===== src/rtl/irqf_pkg.sv =====
// Shared types and constants for the interrupt front end.
// Assumes an 8-bit control/status byte and 16-bit service addresses.
package irqf_pkg;
    localparam int VEC_W  = 16;
    localparam int BYTE_W = 8;
    localparam int SRC_N  = 5;
    localparam int SRC_W  = $clog2(SRC_N);
    localparam int MSK_N  = 3;

    // Source codes; the lower the code, the higher the priority.
    typedef enum logic [SRC_W-1:0] {
        SRC_TRAP = 3'd0,
        SRC_R75  = 3'd1,
        SRC_R65  = 3'd2,
        SRC_R55  = 3'd3,
        SRC_GEN  = 3'd4
    } src_e;

    // Control-byte field positions.
    localparam int CB_MSE  = 3;
    localparam int CB_CLR7 = 4;
    localparam int CB_SOE  = 6;
    localparam int CB_SOD  = 7;

    localparam logic [VEC_W-1:0] VEC_TRAP = 16'h0024;
    localparam logic [VEC_W-1:0] VEC_R75  = 16'h003C;
    localparam logic [VEC_W-1:0] VEC_R65  = 16'h0034;
    localparam logic [VEC_W-1:0] VEC_R55  = 16'h002C;

    // Service address for a source; the general request has none.
    function automatic logic [VEC_W-1:0] vec_of(src_e s);
        case (s)
            SRC_TRAP: return VEC_TRAP;
            SRC_R75:  return VEC_R75;
            SRC_R65:  return VEC_R65;
            SRC_R55:  return VEC_R55;
            default:  return '0;
        endcase
    endfunction
endpackage


===== src/rtl/irqf_edge_latch.sv =====
// Rising-edge capture flip-flop.
// A rising edge on pin_i sets flag_o; the set wins over clr_i.
// With HOLD_LEVEL=1 the flag also drops whenever the pin is low,
// giving an edge-and-level input.
module irqf_edge_latch #(
    parameter bit HOLD_LEVEL = 1'b0
) (
    input  logic clk,
    input  logic rst_n,
    input  logic pin_i,
    input  logic clr_i,
    output logic flag_o
);
    logic pin_q;
    logic rise;
    logic drop;

    assign rise = pin_i & ~pin_q;

    generate
        if (HOLD_LEVEL) begin : g_hold
            assign drop = clr_i | ~pin_i;
        end else begin : g_edge
            assign drop = clr_i;
        end
    endgenerate

    // Remember the pin and update the capture flag.
    always_ff @(posedge clk) begin
        if (!rst_n) begin
            pin_q  <= 1'b0;
            flag_o <= 1'b0;
        end else begin
            pin_q <= pin_i;
            if (rise)
                flag_o <= 1'b1;
            else if (drop)
                flag_o <= 1'b0;
        end
    end
endmodule


===== src/rtl/irqf_mask_regs.sv =====
// Software-visible state: the mask bits, the global enable and the serial-out bit.
// Assumes ctl_wr_i is a single-cycle strobe with ctl_byte_i valid in that cycle.
module irqf_mask_regs
    import irqf_pkg::*;
(
    input  logic              clk,
    input  logic              rst_n,
    input  logic              ctl_wr_i,
    input  logic [BYTE_W-1:0] ctl_byte_i,
    input  logic              en_set_i,
    input  logic              en_clr_i,
    input  logic              take_mask_i,
    output logic [MSK_N-1:0]  masks_o,
    output logic              ie_o,
    output logic              sod_o,
    output logic              clr75_o
);
    assign clr75_o = ctl_wr_i & ctl_byte_i[CB_CLR7];

    // Gated mask load and serial-output load.
    always_ff @(posedge clk) begin
        if (!rst_n) begin
            masks_o <= '1;
            sod_o   <= 1'b0;
        end else if (ctl_wr_i) begin
            if (ctl_byte_i[CB_MSE])
                masks_o <= ctl_byte_i[MSK_N-1:0];
            if (ctl_byte_i[CB_SOE])
                sod_o <= ctl_byte_i[CB_SOD];
        end
    end

    // Global enable; any clear wins over a set.
    always_ff @(posedge clk) begin
        if (!rst_n)
            ie_o <= 1'b0;
        else if (en_clr_i || take_mask_i)
            ie_o <= 1'b0;
        else if (en_set_i)
            ie_o <= 1'b1;
    end
endmodule


===== src/rtl/irqf_pick.sv =====
// Fixed-priority selection among the eligible sources.
// Purely combinational; the lowest set index of the eligibility vector wins.
module irqf_pick
    import irqf_pkg::*;
(
    input  logic             trap_arm_i,
    input  logic             trap_pin_i,
    input  logic             cap75_i,
    input  logic             pin65_i,
    input  logic             pin55_i,
    input  logic             gen_i,
    input  logic [MSK_N-1:0] masks_i,
    input  logic             ie_i,
    output logic             any_o,
    output src_e             win_o
);
    logic [SRC_N-1:0] elig;

    // Build the per-source eligibility vector.
    always_comb begin
        elig           = '0;
        elig[SRC_TRAP] = trap_arm_i & trap_pin_i;
        elig[SRC_R75]  = cap75_i & ~masks_i[2] & ie_i;
        elig[SRC_R65]  = pin65_i & ~masks_i[1] & ie_i;
        elig[SRC_R55]  = pin55_i & ~masks_i[0] & ie_i;
        elig[SRC_GEN]  = gen_i & ie_i;
    end

    // Scan from lowest to highest priority so the highest one remains.
    always_comb begin
        any_o = |elig;
        win_o = SRC_GEN;
        for (int i = SRC_N - 1; i >= 0; i--) begin
            if (elig[i])
                win_o = src_e'(SRC_W'(i));
        end
    end
endmodule


===== src/rtl/prio_irq_front.sv =====
// Interrupt front end: captures the requests, resolves priority at each sample
// strobe and holds the winner until the core acknowledges it.
// Assumes sample_i and ack_i are single-cycle pulses from the core.
module prio_irq_front
    import irqf_pkg::*;
(
    input  logic        clk,
    input  logic        rst_n,
    input  logic        trap_i,
    input  logic        rq75_i,
    input  logic        rq65_i,
    input  logic        rq55_i,
    input  logic        intr_i,
    input  logic        ctl_wr_i,
    input  logic [7:0]  ctl_byte_i,
    input  logic        en_set_i,
    input  logic        en_clr_i,
    input  logic        sample_i,
    input  logic        ack_i,
    input  logic        ser_in_i,
    output logic [7:0]  status_o,
    output logic        ser_out_o,
    output logic        req_valid_o,
    output logic [2:0]  src_o,
    output logic [15:0] vec_o,
    output logic        inta_n_o
);
    logic             valid_q;
    src_e             src_q;
    logic [VEC_W-1:0] vec_q;
    logic             inta_n_q;
    logic             take;
    logic             take_mask;
    logic             trap_arm;
    logic             cap75;
    logic             clr75_sw;
    logic [MSK_N-1:0] masks;
    logic             ie;
    logic             any;
    src_e             win;

    assign take      = valid_q & ack_i;
    assign take_mask = take & (src_q != SRC_TRAP);

    irqf_edge_latch #(.HOLD_LEVEL(1'b1)) u_trap (
        .clk(clk), .rst_n(rst_n), .pin_i(trap_i),
        .clr_i(take && src_q == SRC_TRAP), .flag_o(trap_arm)
    );

    irqf_edge_latch #(.HOLD_LEVEL(1'b0)) u_cap75 (
        .clk(clk), .rst_n(rst_n), .pin_i(rq75_i),
        .clr_i((take && src_q == SRC_R75) || clr75_sw), .flag_o(cap75)
    );

    irqf_mask_regs u_regs (
        .clk(clk), .rst_n(rst_n), .ctl_wr_i(ctl_wr_i), .ctl_byte_i(ctl_byte_i),
        .en_set_i(en_set_i), .en_clr_i(en_clr_i), .take_mask_i(take_mask),
        .masks_o(masks), .ie_o(ie), .sod_o(ser_out_o), .clr75_o(clr75_sw)
    );

    irqf_pick u_pick (
        .trap_arm_i(trap_arm), .trap_pin_i(trap_i), .cap75_i(cap75),
        .pin65_i(rq65_i), .pin55_i(rq55_i), .gen_i(intr_i),
        .masks_i(masks), .ie_i(ie), .any_o(any), .win_o(win)
    );

    // Outstanding-request register: load on a sample, release on acknowledge.
    always_ff @(posedge clk) begin
        if (!rst_n) begin
            valid_q  <= 1'b0;
            src_q    <= SRC_TRAP;
            vec_q    <= '0;
            inta_n_q <= 1'b1;
        end else begin
            inta_n_q <= !(take && src_q == SRC_GEN);
            if (take) begin
                valid_q <= 1'b0;
            end else if (!valid_q && sample_i && any) begin
                valid_q <= 1'b1;
                src_q   <= win;
                vec_q   <= vec_of(win);
            end
        end
    end

    assign status_o    = {ser_in_i, cap75, rq65_i, rq55_i, ie, masks};
    assign req_valid_o = valid_q;
    assign src_o       = src_q;
    assign vec_o       = vec_q;
    assign inta_n_o    = inta_n_q;
endmodule


===== config.mk =====
export PLATFORM = sky130hd
export DESIGN_NAME = prio_irq_front
export DESIGN_NICKNAME = d
export VERILOG_FILES = /design/src/rtl/irqf_pkg.sv /design/src/rtl/irqf_edge_latch.sv /design/src/rtl/irqf_mask_regs.sv /design/src/rtl/irqf_pick.sv /design/src/rtl/prio_irq_front.sv
export SDC_FILE = /design/constraint.sdc
export NUM_CORES = 1
export LEC_CHECK = 0
export BUFFER_PORTS_ARGS = -buffer_cell sky130_fd_sc_hd__buf_2
export CAP_MARGIN = 20
export CELL_PAD_IN_SITES_DETAIL_PLACEMENT = 1
export CELL_PAD_IN_SITES_GLOBAL_PLACEMENT = 1
export CORE_MARGIN = 4
export CORE_UTILIZATION = 31
export DETAILED_ROUTE_END_ITERATION = 7
export PLACE_DENSITY_LB_ADDON = 0.1
export SKIP_LAST_GASP = 1
export SLEW_MARGIN = 20
export SYNTH_ARGS = -nofsm -noshare
export SYNTH_HDL_FRONTEND = slang
export SYNTH_SLANG_ARGS = --single-unit

===== constraint.sdc =====
create_clock -name clk -period 2 [get_ports clk]
set_input_delay 0.2 -clock clk [delete_from_list [all_inputs] [get_ports clk]]
set_output_delay 0.2 -clock clk [all_outputs]
set_load 0.005 [all_outputs]

Yosys cells after proc, flatten, opt, wreduce, memory -nomap -nowiden
Index checks and enable logic that the tools add are counted.
{ "totals": {"regBits": 30, "output_inout_bits": 30, "word_cells": 67} }
{ "op_classes": {"n_eq_ne": 5, "n_mux": 9, "bitwise": 22, "n_reduce_logical": 20} }
{ "op_table": {"columns": ["op", "n"], "rows": [
  ["6-bit one-hot mux with 4 select lines", 1],
  ["1-bit AND", 13],
  ["3-bit two-way mux", 4],
  ["1-bit NOT", 8],
  ["3-bit by 1-bit equality test with 1-bit output (second input constant)", 2],
  ["3-bit by 2-bit equality test with 1-bit output (second input constant)", 2],
  ["3-bit logical NOT", 2],
  ["2-bit AND reduction", 3],
  ["1-bit logical AND", 5],
  ["5-bit OR reduction", 1],
  ["1-bit two-way mux", 4],
  ["2-bit nonzero test", 2],
  ["2-bit OR reduction", 2],
  ["3-bit equality test (second input constant)", 1],
  ["3-bit nonzero test", 1],
  ["1-bit logical NOT", 2],
  ["1-bit logical OR", 2],
  ["1-bit bitwise OR", 1]
]} }

Longest topological paths before layout
Gate-level depths: netlist (run 1).
{ "depth": {"word_depth": 9, "mapped_depth": 4, "ltp_nobuf": 4} }

Hierarchy
A second synthesis (run 1) with hierarchy kept.
{ "hier_totals": {"cells_unflattened": 105, "area_unflattened_um2": 925.9} }
{ "by_module_without_submodules": {"columns": ["module", "instances", "cells_each", "area_per_inst_um2", "seq_area_each_um2"], "rows": [
  ["prio_irq_front", 1, 58, 480.5, 160.2],
  ["irqf_mask_regs", 1, 22, 207.7, 100.1],
  ["irqf_pick", 1, 14, 93.8, 0.0],
  ["irqf_edge_latch (u_trap)", 1, 5, 73.8, 40.0],
  ["irqf_edge_latch (u_cap75)", 1, 6, 70.1, 40.0]
]} }

Worst setup path after synthesis (run 1)
OpenSTA, ideal clock, no wires.
{ "synth_path": {"kind": "register to register", "startpoint": "register u_regs.masks_o[0]", "endpoint": "register src_q[2], in the netlist src_o[2]", "setup_time_ps": 59, "arrival_time_ps": 995, "slack_ps": 946, "stages_incl_launch_ff": 5, "period_less_slack_ps": 1054, "cell_sequence": "dfxtp_1 nand3b_2 and3_4 a21oi_4 o211a_1"} }
{ "synth_between": {"elab_chain_len": 7, "word_cells_on_any_way": 10, "classes_between": "4 x mux; 3 x bitwise; 3 x reduce/logical"} }
{ "synth_lines": {"columns": ["element", "line_no", "source"], "rows": [
  ["from (decl)", "irqf_mask_regs.sv:13", "output logic [MSK_N-1:0] masks_o,"],
  ["from (signal assigned)", "irqf_mask_regs.sv:27", "masks_o <= ctl_byte_i[MSK_N-1:0];"],
  ["1-bit NOT (*)", "irqf_pick.sv:25", "elig[SRC_R55] = pin55_i & ~masks_i[0] & ie_i;"],
  ["1-bit AND (*) (2 in a row)", "irqf_pick.sv:25", null],
  ["3-bit two-way mux (4 in a row)", "irqf_pick.sv:34", "if (elig[i])"],
  ["to (signal assigned)", "prio_irq_front.sv:80", "src_q <= win;"],
  ["to (decl)", "prio_irq_front.sv:29", "src_e src_q;"]
]} }
Every way passes the cells marked *; elsewhere a longest branch is shown, timed or not.
A chain may end at the register's enable or synchronous reset.

Worst setup path in the final report (run 1)
{ "layout_path": {"startpoint": "register u_regs.ie_o", "endpoint": "register src_q[2], in the netlist src_o[2]"} }
{ "layout_between": {"elab_chain_len": 5, "word_cells_on_any_way": 11, "classes_between": "4 x mux; 4 x bitwise; 3 x reduce/logical"} }
{ "layout_lines": {"columns": ["element", "line_no", "source"], "rows": [
  ["from (decl)", "irqf_mask_regs.sv:14", "output logic ie_o,"],
  ["from (signal assigned)", "irqf_mask_regs.sv:36", "ie_o <= 1'b0;"],
  ["from (signal assigned)", "irqf_mask_regs.sv:38", "ie_o <= 1'b0;"],
  ["from (signal assigned)", "irqf_mask_regs.sv:40", "ie_o <= 1'b1;"],
  ["1-bit AND", "irqf_pick.sv:25", null],
  ["3-bit two-way mux (4 in a row)", "irqf_pick.sv:34", null]
]} }
Several ways; a longest one is shown, not always the timed one.

==> flow_summary.yaml, run 1 <==
floorplanning:
  die_h_um: 60.4
  initial_core_util_pct: 33.4
  row_count: 18
  core_sq_um: 2540
  dieArea_sq_um: 3640
  pin_count: 51
  die_x_um: 60.4
yosys:
  ys_ff_latch: 17
  synth_cell_types: 30
  synthCells: 100
  synthArstFlopShare_pct: 0
  yosys-top-cells-count: "18 x buf_4, 17 x dfxtp_1, 14 x nand2_1"
  syn_avg_cell_area_sq_um: 8.50
  post-synth-top-area-cell: "dfxtp_1"
  synth_edf_count: 0
  yosys.area.top_type_share_pct: 40.1
  synth_area_leaders: "dfxtp_1 40%, buf_4 16%, nand2_1 6.2%, nand3_1 5.9%, nand2b_1 2.9%"
  yosys.cell_count.top_type: "buf_4"
  yosysSeqAreaShare_pct: 40.1
  syn_area_sq_um: 850
  ys_warn_count: 0
  ys.flop_type: "dfxtp_1"
global_routing:
  antenna_found_initial: 0
  grt.total_usage_pct: 11.1
  grt_overflow: 0
  grt_pass1_vias: 656
  grt_max_degree: 14
  grt_first_pass_wirelength_mm: 3.04
power:
  p_leak_uw: 0.000480
  vdd_drop_max_v: 0.000335
  powerDensity_nw_per_um2: 652
clocking:
  cts_sinks: 17
  cts_tree: "yes"
  clock_path_buffers: 2
  root_buffer: "clkbuf_4"
  ctsHoldBuffers: 0
  cts_resized: 0
  htree_levels: 1
  clk_latency_ps: 290
  cts_buffers: 3
  clkTransAtPathRegs_ps: 100
  postCtsSetupBuffers: 0
place:
  placed_cells: 157
  io_buffers: 35
  dp_hpwl_mm: 1.63
  routabilityCongestion: 0.714
detailed_routing:
  routedWlPerCell_um: 12.2
  routed_via_density: 4.57
  drc: 0
  ant_nets: 0
  wirelength_mm: 1.96
  drt_iter0_markers: 12
  route.vias.total: 736
  dr.pass1.iters: 4
layout:
  num-fill-cells: 329
  antenna_cells: 0
  stdcell_count: 161
  layout-drive-gt1-share_pct: 32.8
  fin_nets: 153
  area_delta_synth_final_pct: 16.6
sta:
  fin_crit_ps: 1180
  rsz0062_at_grt: "no"
  fmaxAchievable_mhz: 849
  setup_tns_ps: 0
  finalSetupViolations: 0
  final.period_utilization_pct: 58.9
  drv_slew: 0
  finClkSkew_ps: 7.05
  hold_violations: 0
worst_setup_path:
  worstPathRequired_ps: 2240
  worst_setup_path_end_kind: "flip-flop"
  cp-start-kind: "flip-flop"
  cp.arrival_ps: 1420
  slowest_delay_ps: 470
  critPathKind: "flip-flop to flip-flop"
  crit_path_top_delay_cell: "dfxtp_1"
  cp_max_fo: 7
  worstPathCellList: "nand2_1 -> and3_4 -> a21oi_4 -> o211a_1"
min_path:
  hold_path_class: "primary input to flip-flop"
run_status:
  outcome: "finished, final reports clean"
job:
  drv_cap: 0
==> where the power goes <==
part / total [uW] / internal [uW] / switching, uW
clock: 188 / 77.6 / 111
combinational: 91.7 / 43.5 / 48.2
sequential: 366 / 354 / 12.7
==> cells by family (layout without fill, tap and decap cells) <==
group,Yosys count,count (layout),share of synthesized area [%]
buffers and inverters,21,41,17.2
flip-flops,17,17,40.1
AO/OA/AOI/OAI,18,18,14.7
AND/OR/NAND/NOR,43,43,27.5
other,1,12,0.441
==> worst max-delay path: cells and delay by family, from the launching register on <==
kind / cells / cell delay, ps
AOI/OAI and AO/OA: 2 / 330
DFF: 1 / 470
and+or+nand+nor: 2 / 330
==> area by class of cell <==
type | instances | area, sq um | share of cell area (%)
multi-input cells | 73 | 404 | 40.8
flip-flops and latches | 17 | 340 | 34.3
repair buffers | 35 | 175 | 17.7
well taps | 30 | 37.5 | 3.79
clock buffers | 4 | 26.3 | 2.65
inverters | 2 | 7.51 | 0.758
==> per-stage QoR <==
stage          utilization (%)  area, sq um  total power [uW]  hold WS [ps]  setup WS, ps
2_1_floorplan                -          891               447           279           946
3_3_place_gp              37.9          965               465           369           839
3_5_place_dp              37.9          965               468           367           829
4_1_cts                   38.9          991               656          46.8           797
5_1_grt                   38.9          991               686          44.8           710
6_report                  38.9          991               646          50.4           822
==> cells in the final DEF (no fill, tap or decap), types with 2 or more instances in the layout <==
cell type,netlist,layout
clkbuf_4,0,3
nand4_1,2,2
inv_1,2,2
o21ai_1,3,3
conb_1,1,12
nand2b_1,4,4
a21oi_1,4,4
o21ai_0,2,2
dfxtp_1,17,17
nor2b_1,3,3
buf_2,0,35
nand3_1,10,10
nand2_1,14,14
nor3_1,2,2
nor2_1,2,2
==> final timing paths <==
kind	from	endpoint	slack, ps	depth (start not counted)
worst max register to register	u_regs.ie_o	src_o[2]	820	4
worst min register to register	u_trap.pin_q	u_trap.flag_o	430	1
worst min-delay path	en_clr_i	u_regs.ie_o	50	2
worst max-delay path	u_regs.ie_o	src_o[2]	820	4
==> metal layers <==
| layer | GRT usage, % | routed length [um] | up-vias |
|---|---|---|---|
| li1 | - | - | 375 |
| met1 | 14.0 | 837 | 330 |
| met2 | 17.9 | 951 | 28 |
| met3 | 3.62 | 161 | 3 |
| met4 | 3.80 | 14 | 0 |
| met5 | 0 | 0 | - |
(Power assumes the default switching activity.)
==> run 2: changes to the inputs <==
--- a/config.mk
+++ b/config.mk
@@ -10,7 +10,7 @@
 export CELL_PAD_IN_SITES_DETAIL_PLACEMENT = 1
 export CELL_PAD_IN_SITES_GLOBAL_PLACEMENT = 1
 export CORE_MARGIN = 4
-export CORE_UTILIZATION = 31
+export CORE_UTILIZATION = 29
 export DETAILED_ROUTE_END_ITERATION = 7
 export PLACE_DENSITY_LB_ADDON = 0.1
 export SKIP_LAST_GASP = 1
==> constraint.sdc (replaced) <==
create_clock -name clk -period 1.1 [get_ports clk]
set_input_delay 0.11 -clock clk [delete_from_list [all_inputs] [get_ports clk]]
set_output_delay 0.11 -clock clk [all_outputs]
set_load 0.005 [all_outputs]
==> flow_summary.yaml, run 2 (synthesized netlist as in run 1, its figures left out) <==
layout:
  mostFrequentLayoutCell: "buf_2"
  area_delta_synth_final_pct: 32.5
  antenna_cells: 0
  finalInstanceArea_sq_um: 1130
  layout-drive-gt1-share_pct: 44.6
  num-fill-cells: 355
  fin_nets: 161
  mostFrequentLayoutCells: "35 x buf_2, 14 x nand2_1, 12 x conb_1"
place:
  placed_area_sq_um: 1000
  routabilityCongestion: 0.724
  dp_hpwl_mm: 1.74
  io_buffers: 35
clocking:
  clkTransAtPathRegs_ps: 100
  htree_levels: 1
  cts_tree: "yes"
  cts_sinks: 17
  clock_path_buffers: 2
  cts_buffers: 3
  root_buffer: "clkbuf_4"
  clk_latency_ps: 290
job:
  drv_cap: 0
detailed_routing:
  routed_via_density: 4.59
  wirelength_mm: 2.16
  routedWlPerCell_um: 12.7
  ant_nets: 0
  drt_iter0_markers: 18
  route.vias.total: 780
  drc: 0
  dr.pass1.iters: 3
floorplanning:
  initial_core_util_pct: 30.5
  die_x_um: 62.1
  core_sq_um: 2780
  dieArea_sq_um: 3860
  row_count: 19
  pin_count: 51
  die_h_um: 62.1
global_routing:
  grt_max_degree: 10
  antenna_found_initial: 0
  grt_first_pass_wirelength_mm: 3.35
  grt_overflow: 0
  grt_pass1_vias: 758
  grt.total_usage_pct: 10.6
power:
  p_int_uw: 897
  p_leak_uw: 0.000545
  clockPowerShare_pct: 27.6
  p_comb_share_pct: 17.7
  powerDensity_nw_per_um2: 1090
  finalPower_uw: 1220
  seqPwrFrac_pct: 54.7
  p_switching_uw: 327
  vdd_drop_max_v: 0.000472
  p_sw_share_pct: 26.7
sta:
  setup_tns_ps: 0
  finalSetupViolations: 0
  final.period_utilization_pct: 97.9
  drv_slew: 0
  fin_crit_ps: 1080
  fmaxAchievable_mhz: 928
  rsz0062_at_grt: "yes"
  finClkSkew_ps: 7.93
  hold_violations: 0
  holdWs_ps: 30.5
worst_setup_path:
  critPathKind: "flip-flop to flip-flop"
  worstPathRequired_ps: 1290
  crit_path_top_delay_cell: "dfxtp_2"
  cp.arrival_ps: 1260
  worst_setup_path_end_kind: "flip-flop"
  cp.buffers_inverters: 0
  cp-start-kind: "flip-flop"
  worstPathCellList: "nor2b_4 -> o21ai_4 -> a31o_1 -> o211a_1"
  cp_max_fo: 4
  slowest_delay_ps: 350
  path_delay_family: "compound AO/OA/AOI/OAI gates"
run_status:
  outcome: "finished, final reports clean"
min_path:
  hold_path_class: "primary input to flip-flop"
run 2: cell count changes in the layout (fill, tap and decap cells not counted), moves of 2 or more:
cell	previous run	this run
a21oi_1	4	2
buf_4	0	6
dfxtp_1	17	11
dfxtp_2	0	6
nor2b_1	3	1
nor2b_4	0	2
run 2: power groups by stage:
stage	Sequential, uW	Combinational, uW	Clock (uW)
final	669	217	337
after global routing	673	243	366
after CTS	665	205	349
after detailed placement	676	193	0
after global placement	674	189	0
after floorplan	678	134	0
run 2: worst min-delay path: cells and delay by family:
family | cells | cell delay [ps]
buf+inv | 2 | 130
simple gates | 1 | 50
run 2: worst paths after layout:
check	start	end	slack, ps	cells past startpoint
min reg2reg	u_trap.pin_q	u_trap.flag_o	420	1
max	u_regs.masks_o[1]	src_o[2]	20	4
max reg2reg	u_regs.masks_o[1]	src_o[2]	20	4
min	rq75_i	u_cap75.pin_q	30	3
run 2: cell type report:
type                       instances  area, sq um  area share (%)
multi-input combinational         73          464            41.2
sequential                        17          348            30.9
timing repair buffer              43          241            21.4
tap                               31         38.8            3.44
clock buffer                       4         26.3            2.33
inverter                           2         7.51           0.667
run 2: per-layer routing:
| layer | GRT usage (%) | share of wire, % | wire (um) |
|---|---|---|---|
| met5 | 0 | 0 | 0 |
| met4 | 4.88 | 0.79 | 17 |
| met3 | 2.70 | 6.8 | 146 |
| met2 | 18.5 | 52 | 1130 |
| met1 | 11.9 | 40 | 866 |
run 2: timing repair:
item,4_1_cts,5_1_grt
buffers inserted,1,1
resized for setup,7,12
hold endpoints to repair,1,0
pin swaps,4,7
endpoints found under the setup margin,7,7
hold buffers,1,0
run 2: stage by stage:
| stage | util [%] | worst slack [ps] | instances |
|---|---|---|---|
| after global placement | 36.1 | 19.2 | 163 |
| after CTS | 38.6 | -17.6 | 169 |
| after floorplan | - | 46.5 | 111 |
| final | 40.5 | 23.0 | 170 |
| after detailed placement | 36.1 | -22.9 | 163 |
| after global routing | 40.5 | -42.4 | 170 |
